[config.mk]
export PLATFORM = sky130hd
export DESIGN_NAME = twe_serial_eeprom
export DESIGN_NICKNAME = d
export VERILOG_FILES = /design/src/rtl/twe_pkg.sv /design/src/rtl/twe_pin_sync.sv /design/src/rtl/twe_prog_timer.sv /design/src/rtl/twe_word_array.sv /design/src/rtl/twe_cmd_fsm.sv /design/src/rtl/twe_serial_eeprom.sv
export SDC_FILE = /design/constraint.sdc
export NUM_CORES = 1
export LEC_CHECK = 0
export BUFFER_PORTS_ARGS = -buffer_cell sky130_fd_sc_hd__buf_2
export CAP_MARGIN = 15
export CORE_MARGIN = 2
export CORE_UTILIZATION = 59
export CTS_BUF_LIST = sky130_fd_sc_hd__clkbuf_8
export CTS_CLUSTER_DIAMETER = 50
export DETAILED_ROUTE_END_ITERATION = 10
export PLACE_DENSITY = 0.86
export SKIP_LAST_GASP = 1
export SLEW_MARGIN = 40
export SYNTH_ARGS = -nofsm -noshare
export SYNTH_HDL_FRONTEND = slang
export SYNTH_SLANG_ARGS = --single-unit
export TNS_END_PERCENT = 5
[constraint.sdc]
create_clock -name clk -period 4.4 [get_ports clk]
set_input_delay 0.22 -clock clk [delete_from_list [all_inputs] [get_ports clk]]
set_output_delay 0.22 -clock clk [all_outputs]
set_load 0.01 [all_outputs]
[src/rtl/twe_pkg.sv]
package twe_pkg;
   typedef enum logic [2:0] {
      ST_IDLE,
      ST_HDR,
      ST_DATA,
      ST_READ,
      ST_STAT,
      ST_HOLD
   } twe_state_e;

   // Opcode field, two bits after the start bit
   localparam logic [1:0] OP_SPECIAL = 2'b00;
   localparam logic [1:0] OP_WRITE   = 2'b01;
   localparam logic [1:0] OP_READ    = 2'b10;
   localparam logic [1:0] OP_ERASE   = 2'b11;

   // Sub-command in the top two address bits when the opcode is special
   localparam logic [1:0] SP_LOCK    = 2'b00;
   localparam logic [1:0] SP_FILLWR  = 2'b01;
   localparam logic [1:0] SP_FILLER  = 2'b10;
   localparam logic [1:0] SP_UNLOCK  = 2'b11;
endpackage

[src/rtl/twe_pin_sync.sv]
module twe_pin_sync #(
   parameter int WIDTH  = 3,
   parameter int STAGES = 2
) (
   input  logic             clk,
   input  logic             rst_n,
   input  logic [WIDTH-1:0] d_i,
   output logic [WIDTH-1:0] q_o
);
   if (STAGES < 0) begin : g_bad_stages
      $error("twe_pin_sync: STAGES must not be negative");
   end

   if (STAGES == 0) begin : g_pass
      assign q_o = d_i;
   end else begin : g_chain
      logic [STAGES-1:0][WIDTH-1:0] chain_q;
      always_ff @(posedge clk or negedge rst_n) begin
         if (!rst_n) begin
            chain_q <= '0;
         end else begin
            chain_q[0] <= d_i;
            for (int s = 1; s < STAGES; s++) begin
               chain_q[s] <= chain_q[s-1];
            end
         end
      end
      assign q_o = chain_q[STAGES-1];
   end
endmodule

[src/rtl/twe_prog_timer.sv]
module twe_prog_timer #(
   parameter int CYCLES = 300
) (
   input  logic clk,
   input  logic rst_n,
   input  logic start_i,
   output logic busy_o
);
   localparam int CW = $clog2(CYCLES + 1);

   if (CYCLES < 1) begin : g_bad_cycles
      $error("twe_prog_timer: CYCLES must be at least 1");
   end

   logic [CW-1:0] left_q;

   always_ff @(posedge clk or negedge rst_n) begin
      if (!rst_n) begin
         left_q <= '0;
      end else if (start_i) begin
         left_q <= CW'(CYCLES);
      end else if (left_q != '0) begin
         left_q <= left_q - 1'b1;
      end
   end

   assign busy_o = (left_q != '0);
endmodule

[src/rtl/twe_word_array.sv]
module twe_word_array #(
   parameter int ADDR_W = 6,
   parameter int DATA_W = 16
) (
   input  logic              clk,
   input  logic              rst_n,
   input  logic              we_one_i,
   input  logic              we_all_i,
   input  logic [ADDR_W-1:0] waddr_i,
   input  logic [DATA_W-1:0] wdata_i,
   input  logic [ADDR_W-1:0] raddr_i,
   output logic [DATA_W-1:0] rdata_o
);
   localparam int WORDS = 1 << ADDR_W;

   logic [DATA_W-1:0] cell_q [WORDS];

   always_ff @(posedge clk or negedge rst_n) begin
      if (!rst_n) begin
         for (int w = 0; w < WORDS; w++) begin
            cell_q[w] <= '0;
         end
      end else begin
         for (int w = 0; w < WORDS; w++) begin
            if (we_all_i || (we_one_i && (waddr_i == ADDR_W'(w)))) begin
               cell_q[w] <= wdata_i;
            end
         end
      end
   end

   assign rdata_o = cell_q[raddr_i];
endmodule

[src/rtl/twe_cmd_fsm.sv]
module twe_cmd_fsm
   import twe_pkg::*;
#(
   parameter int ADDR_W = 6,
   parameter int DATA_W = 16
) (
   input  logic              clk,
   input  logic              rst_n,
   input  logic              cs_i,
   input  logic              cs_rise_i,
   input  logic              sck_rise_i,
   input  logic              sdi_i,
   input  logic              busy_i,
   input  logic [DATA_W-1:0] rdata_i,
   output logic [ADDR_W-1:0] raddr_o,
   output logic              we_one_o,
   output logic              we_all_o,
   output logic [ADDR_W-1:0] waddr_o,
   output logic [DATA_W-1:0] wdata_o,
   output logic              start_o,
   output logic              prog_en_o,
   output logic              stat_o,
   output logic              sdo_o,
   output logic              sdo_oe_o
);
   localparam int HDR_W = 2 + ADDR_W;
   localparam int MAXB  = (HDR_W > DATA_W) ? HDR_W : DATA_W;
   localparam int CNT_W = $clog2(MAXB + 1);

   twe_state_e        state_q;
   logic [CNT_W-1:0]  cnt_q;
   logic [HDR_W-1:0]  hdr_q;
   logic [DATA_W-1:0] dat_q;
   logic [DATA_W-1:0] rd_q;
   logic [ADDR_W-1:0] addr_q;
   logic              all_q;
   logic              en_q;
   logic              dout_q;
   logic              roe_q;
   logic              we_one_q;
   logic              we_all_q;
   logic              start_q;
   logic [ADDR_W-1:0] waddr_q;
   logic [DATA_W-1:0] wdata_q;

   logic [HDR_W-1:0]  hdr_full;
   logic [DATA_W-1:0] dat_full;
   logic [1:0]        hdr_op;
   logic [ADDR_W-1:0] hdr_addr;
   logic [1:0]        hdr_sub;

   assign hdr_full = {hdr_q[HDR_W-2:0], sdi_i};
   assign dat_full = {dat_q[DATA_W-2:0], sdi_i};
   assign hdr_op   = hdr_full[HDR_W-1 -: 2];
   assign hdr_addr = hdr_full[ADDR_W-1:0];
   assign hdr_sub  = hdr_addr[ADDR_W-1 -: 2];

   always_ff @(posedge clk or negedge rst_n) begin
      if (!rst_n) begin
         state_q  <= ST_IDLE;
         cnt_q    <= '0;
         hdr_q    <= '0;
         dat_q    <= '0;
         rd_q     <= '0;
         addr_q   <= '0;
         all_q    <= 1'b0;
         en_q     <= 1'b0;
         dout_q   <= 1'b0;
         roe_q    <= 1'b0;
         we_one_q <= 1'b0;
         we_all_q <= 1'b0;
         start_q  <= 1'b0;
         waddr_q  <= '0;
         wdata_q  <= '0;
      end else begin
         we_one_q <= 1'b0;
         we_all_q <= 1'b0;
         start_q  <= 1'b0;
         if (!cs_i) begin
            state_q <= ST_IDLE;
            roe_q   <= 1'b0;
         end else if (cs_rise_i) begin
            state_q <= busy_i ? ST_STAT : ST_IDLE;
            roe_q   <= 1'b0;
         end else if (sck_rise_i) begin
            unique case (state_q)
               ST_IDLE: begin
                  if (sdi_i && !busy_i) begin
                     state_q <= ST_HDR;
                     cnt_q   <= '0;
                     hdr_q   <= '0;
                  end
               end
               ST_HDR: begin
                  hdr_q <= hdr_full;
                  cnt_q <= cnt_q + 1'b1;
                  if (cnt_q == CNT_W'(HDR_W - 1)) begin
                     cnt_q  <= '0;
                     addr_q <= hdr_addr;
                     state_q <= ST_HOLD;
                     unique case (hdr_op)
                        OP_READ: begin
                           rd_q    <= rdata_i;
                           dout_q  <= 1'b0;
                           roe_q   <= 1'b1;
                           state_q <= ST_READ;
                        end
                        OP_WRITE: begin
                           all_q   <= 1'b0;
                           state_q <= ST_DATA;
                        end
                        OP_ERASE: begin
                           if (en_q) begin
                              waddr_q  <= hdr_addr;
                              wdata_q  <= '1;
                              we_one_q <= 1'b1;
                              start_q  <= 1'b1;
                           end
                        end
                        default: begin
                           unique case (hdr_sub)
                              SP_UNLOCK: en_q <= 1'b1;
                              SP_LOCK:   en_q <= 1'b0;
                              SP_FILLER: begin
                                 if (en_q) begin
                                    wdata_q  <= '1;
                                    we_all_q <= 1'b1;
                                    start_q  <= 1'b1;
                                 end
                              end
                              default: begin
                                 all_q   <= 1'b1;
                                 state_q <= ST_DATA;
                              end
                           endcase
                        end
                     endcase
                  end
               end
               ST_DATA: begin
                  dat_q <= dat_full;
                  cnt_q <= cnt_q + 1'b1;
                  if (cnt_q == CNT_W'(DATA_W - 1)) begin
                     state_q <= ST_HOLD;
                     if (en_q) begin
                        waddr_q  <= addr_q;
                        wdata_q  <= dat_full;
                        we_one_q <= !all_q;
                        we_all_q <= all_q;
                        start_q  <= 1'b1;
                     end
                  end
               end
               ST_READ: begin
                  if (cnt_q == CNT_W'(DATA_W)) begin
                     roe_q   <= 1'b0;
                     state_q <= ST_HOLD;
                  end else begin
                     dout_q <= rd_q[DATA_W-1];
                     rd_q   <= {rd_q[DATA_W-2:0], 1'b0};
                     cnt_q  <= cnt_q + 1'b1;
                  end
               end
               default: ;
            endcase
         end
      end
   end

   assign raddr_o   = hdr_addr;
   assign we_one_o  = we_one_q;
   assign we_all_o  = we_all_q;
   assign waddr_o   = waddr_q;
   assign wdata_o   = wdata_q;
   assign start_o   = start_q;
   assign prog_en_o = en_q;
   assign stat_o    = (state_q == ST_STAT);
   assign sdo_o     = stat_o ? !busy_i : dout_q;
   assign sdo_oe_o  = stat_o | roe_q;
endmodule

[src/rtl/twe_serial_eeprom.sv]
module twe_serial_eeprom #(
   parameter int ADDR_W      = 6,
   parameter int DATA_W      = 16,
   parameter int PROG_CYCLES = 300,
   parameter int SYNC_STAGES = 2
) (
   input  logic clk,
   input  logic rst_n,
   input  logic cs_i,
   input  logic sck_i,
   input  logic sdi_i,
   output logic sdo_o,
   output logic sdo_oe_o
);
   if (ADDR_W < 2) begin : g_bad_addr
      $error("twe_serial_eeprom: ADDR_W must be at least 2 for special commands");
   end
   if (DATA_W < 2) begin : g_bad_data
      $error("twe_serial_eeprom: DATA_W must be at least 2");
   end

   logic [2:0]        pins_s;
   logic              cs_s, sck_s, sdi_s;
   logic              cs_q, sck_q;
   logic              cs_rise, sck_rise;
   logic              busy, start, prog_en, stat;
   logic              we_one, we_all;
   logic [ADDR_W-1:0] raddr, waddr;
   logic [DATA_W-1:0] rdata, wdata;

   twe_pin_sync #(.WIDTH(3), .STAGES(SYNC_STAGES)) u_sync (
      .clk   (clk),
      .rst_n (rst_n),
      .d_i   ({cs_i, sck_i, sdi_i}),
      .q_o   (pins_s)
   );
   assign {cs_s, sck_s, sdi_s} = pins_s;

   always_ff @(posedge clk or negedge rst_n) begin
      if (!rst_n) begin
         cs_q  <= 1'b0;
         sck_q <= 1'b0;
      end else begin
         cs_q  <= cs_s;
         sck_q <= sck_s;
      end
   end
   assign cs_rise  = cs_s & ~cs_q;
   assign sck_rise = sck_s & ~sck_q;

   twe_cmd_fsm #(.ADDR_W(ADDR_W), .DATA_W(DATA_W)) u_fsm (
      .clk        (clk),
      .rst_n      (rst_n),
      .cs_i       (cs_s),
      .cs_rise_i  (cs_rise),
      .sck_rise_i (sck_rise),
      .sdi_i      (sdi_s),
      .busy_i     (busy),
      .rdata_i    (rdata),
      .raddr_o    (raddr),
      .we_one_o   (we_one),
      .we_all_o   (we_all),
      .waddr_o    (waddr),
      .wdata_o    (wdata),
      .start_o    (start),
      .prog_en_o  (prog_en),
      .stat_o     (stat),
      .sdo_o      (sdo_o),
      .sdo_oe_o   (sdo_oe_o)
   );

   twe_word_array #(.ADDR_W(ADDR_W), .DATA_W(DATA_W)) u_array (
      .clk      (clk),
      .rst_n    (rst_n),
      .we_one_i (we_one),
      .we_all_i (we_all),
      .waddr_i  (waddr),
      .wdata_i  (wdata),
      .raddr_i  (raddr),
      .rdata_o  (rdata)
   );

   twe_prog_timer #(.CYCLES(PROG_CYCLES)) u_timer (
      .clk     (clk),
      .rst_n   (rst_n),
      .start_i (start),
      .busy_o  (busy)
   );
endmodule

==> results.md <==
- Once detail routing completed, the nets flagged for antenna violations numbered 0.
- The post-route setup TNS is 0 ns.
- The library cell used most frequently in the layout, excluding fill and tap cells, is sky130_fd_sc_hd__dfrtp_1.
- In the final layout, the share of cells above drive strength 1 is between 40% and 50%.
- The detailed router placed 31250 vias in this run.
- The overall die area is just under 0.09 mm^2.
- The effective utilization at floorplan is 59.64%.
- The number of gates resized after CTS was 0.
- STA classifies the critical path endpoint as a register.
- The remaining design rule violation count is 0.
- The type of the tightest min-delay check is primary input to register.
- The cell with the largest stage delay on the worst path is sky130_fd_sc_hd__dfrtp_4.
- The mapped netlist covers 0.05094 mm^2.
- The clock period could shrink to 3.357 ns.
- Entering global routing, the biggest net connects 115 pins.
- The core area is 0.08541 mm^2.
- VDD sags by at most 0.2280 mV.
- The total overflow left after global routing is 0.
- The run finished with clean final reports.
- The number of buffers between clock root and the deepest sink is 3.
- The register area share after synthesis is roughly 55%.
- The total internal power is 15260 uW.
- The number of antenna violations at the first check in global routing is 6.
- Input and output buffers added on the ports amount to 6.
- The synthesis warning total is 0.
- The buffers plus inverters on the worst setup path is 1.
- Per report_power, the combinational group accounts for ~2.3% of the total.
- The detailed-routing iteration count for the pre-antenna-repair pass is 8.
- The portion of the clock cycle consumed by the worst path in the final layout is between 70% and 80%.
- The setup fix buffers added after clock tree synthesis is 0.
- The floorplan has between 100 and 150 rows.
- The first global-routing pass estimated 199.3 mm of wire.
- Relative to the synthesized area, the layout overhead comes to 11.03%.
- CTS saw roughly 1100 sinks.
- The kind of start point of the critical path is a register.
- The signal on the critical path passes through buf_4, mux4_2, a22oi_1, a21oi_1, or4_1, a31oi_1, o31ai_1.
- Summing internal, switching and leakage power gives 19740 uW.
- The total I/O pin count is 7.
- The gate count after technology mapping is 3473.
- Dividing total power by cell area gives a power density of 348.9 mW/mm^2.
- Of all nets on the critical path, the largest fanout is 31.
- Per report_power, the clock group accounts for between 40% and 50% of the total.
- In the synthesized netlist the dominant register cell turns out to be sky130_fd_sc_hd__dfrtp_1.
- The maximum level of the CTS H-tree is 4.
- The clock insertion delay at the later pin of the skew report is 0.87 ns.
- The fraction of power consumed by sequential logic is 52.4%.
- After synthesis, the share of flip-flops with an asynchronous set or reset is 100.0%.
- The horizontal extent of the die is roughly 300 um.
- The detailed router's first-iteration violation count is 3130.
- Setup repair after global routing left no endpoint under its margin.
- The max-capacitance violation count is 0.
- The synthesized design devotes to its leading area cell type 55.11% of total area.
- The analysis attributes to cell leakage a power of 0.02747 uW.
- The average detailed-routed wire length per instance is 26.97 um.
- The worst setup path is of the register to register kind.
- The count of hold-fix buffers inserted at cts is 7.
- After clock tree synthesis, the clock-pin slew on the worst setup and hold paths is 0.07 ns.
- The highest attainable clock frequency is 0.2979 GHz.
- Yosys mapped a number of flops with a built-in enable equal to 0.
- The clock buffer count from CTS is 174.
- The worst hold margin is between 0.06 and 0.07 ns.
- The required time of the critical path is 5.13 ns.
- Global routing consumed, over all layers together, 29.36% of the routing resources.
- The number of synthesized register bits is 1122.
- The via count of the first global-routing pass is 33250.
- Clock skew on the completed layout was measured at 0.04466 ns.
- For the pin with the worst max-slew slack, the measured transition is 0.8719 ns.
- The total count of max-transition violations in the final report came to 0.
- Data on the critical path arrives at its endpoint at 4.09 ns.
- Routability-driven placement finished with a final weighted congestion of 0.9489.
- Leaving out fill and tap cells, the most frequent cells in the layout are sky130_fd_sc_hd__dfrtp_1, sky130_fd_sc_hd__mux2_2, sky130_fd_sc_hd__clkbuf_8, sky130_fd_sc_hd__mux4_2, sky130_fd_sc_hd__mux2i_1.
- The die boundary height is 297.8 um.
- The reported net switching power is 4478 uW.
- The worst stage delay on the critical path is 0.84 ns.
- The post-synth net total is 3490.
- Using the TritonRoute via totals, the vias-per-cell ratio works out to 6.578.
- A synthesized cell averages 14.67 um^2.
- The final layout contains routed wiring with a total length of around 130 mm.
- The cell type with the highest aggregate area in the netlist is sky130_fd_sc_hd__dfrtp_1.
- The number of filler cells placed in the layout is ~5700.
- The number of different library cells used by synthesis comes to 59.
- TritonCTS built the clock tree.
- The number of hold violations in the final report came to 0.
- The number of nets at the end of the flow is 3494.
- The switching share of total power is between 20% and 30%.
- Yosys attributes the largest share of cell area to sky130_fd_sc_hd__dfrtp_1, sky130_fd_sc_hd__mux2_2, sky130_fd_sc_hd__mux4_2, sky130_fd_sc_hd__mux2i_1, sky130_fd_sc_hd__clkbuf_1.
- Setup violations remaining at the end of the flow were counted as 0.
- The worst pin sits at a relative slew slack of approximately two fifths.
- The largest delay contributor family on the critical path is flip-flops.
- Once detailed placement completed, the half-perimeter wirelength came to 77.02 mm.
- The cell at the root of the clock tree is sky130_fd_sc_hd__clkbuf_8.
-- logic make-up (layout without fill, tap and decap cells) --
family                   count (synthesis)  count (layout)  share of synthesized area (%)
AND/OR/NAND/NOR                        268             268                          2.598
multiplexers                          1408            1408                          35.23
other                                    0               1                              0
XOR/XNOR                                 4               4                        0.06878
buffers and inverters                  323             456                          2.552
flip-flops                            1122            1122                          55.11
adder cells (fa/ha/maj)                 12              12                         0.2947
AO/OA/AOI/OAI                          336             336                          4.146
-- worst paths after layout --
kind / from / endpoint / slack, ns / depth (start not counted)
worst min register to register: u_sync.g_chain.chain_q[2] / u_sync.q_o[2] / 0.35 / 0
worst max-delay path: u_sync.q_o[0] / u_fsm.rd_q[5] / 1.04 / 7
min in group asynchronous: rst_n / u_fsm.dat_q[8] / 0.09 / 3
worst min-delay path: sdi_i / u_sync.g_chain.chain_q[0] / 0.07 / 2
worst max register to register: u_sync.q_o[0] / u_fsm.rd_q[5] / 1.04 / 7
max in group asynchronous: rst_n / u_array.cell_q[33] / 3.26 / 4
-- power by group through the flow --
| stage | Sequential (uW) | Clock [uW] | Combinational [uW] |
|---|---|---|---|
| after CTS | 10300 | 9020 | 474 |
| after detailed placement | 10500 | 0 | 465 |
| after global routing | 10300 | 9510 | 516 |
| after floorplan | 10500 | 0 | 186 |
| final | 10300 | 8930 | 463 |
| after global placement | 10500 | 0 | 457 |
-- flip-flops by register name, summed over array words and instances (netlist names), 5 cells and up --
name / count
u_array.cell_q: 1024
u_fsm.rd_q: 16
u_fsm.wdata_o: 16
u_fsm.dat_q: 15
u_timer.left_q: 9
u_fsm.hdr_q: 7
u_fsm.addr_q: 6
u_fsm.waddr_o: 6
u_fsm.cnt_q: 5
-- cell type report --
| class | instances | area (um^2) | area share, % |
|---|---|---|---|
| Antenna cell | 1 | 2.502 | 0.004424 |
| Clock buffer | 213 | 2932 | 5.183 |
| Clock inverter | 92 | 649.4 | 1.148 |
| Inverter | 15 | 56.30 | 0.09954 |
| Multi-Input combinational cell | 2028 | 22040 | 38.96 |
| Sequential cell | 1122 | 28120 | 49.71 |
| Tap cell | 1144 | 1431 | 2.531 |
| Timing Repair Buffer | 136 | 1338 | 2.365 |
-- cells in the mapped netlist, drive strengths merged (7+ instances only) --
cell / n
o22ai: 13
o31ai: 17
a31oi: 16
dfrtp: 1122
nor2: 86
nor2b: 12
inv: 13
a22oi: 66
nor3: 29
nand3: 7
nand2: 71
a21oi: 162
or4: 17
mux4: 201
o21ai: 12
nand2b: 18
buf: 55
mux2i: 138
clkbuf: 253
mux2: 1069
ha: 12
a22o: 31
-- routing by layer --
layer	up-vias	track usage (%)	part of all wire, %
li1	12900	-	-
met4	6	14.75	4.5
met2	1446	45.23	47
met3	370	7.387	9.1
met5	-	0	0.027
met1	16530	39.14	39
-- stage by stage --
stage / util (%) / cells / cell area, um^2 / worst slack (ns)
detailed placement: 61.87 / 4437 / 52840 / 0.9999
global route: 66.22 / 4751 / 56560 / 0.9024
finish: 66.22 / 4751 / 56560 / 1.043
CTS: 66.15 / 4749 / 56500 / 1.035
floorplan: - / 3473 / 50940 / 1.923
global placement: 61.57 / 4434 / 52590 / 1.051
No activity file was read; power rests on OpenSTA's default activity.
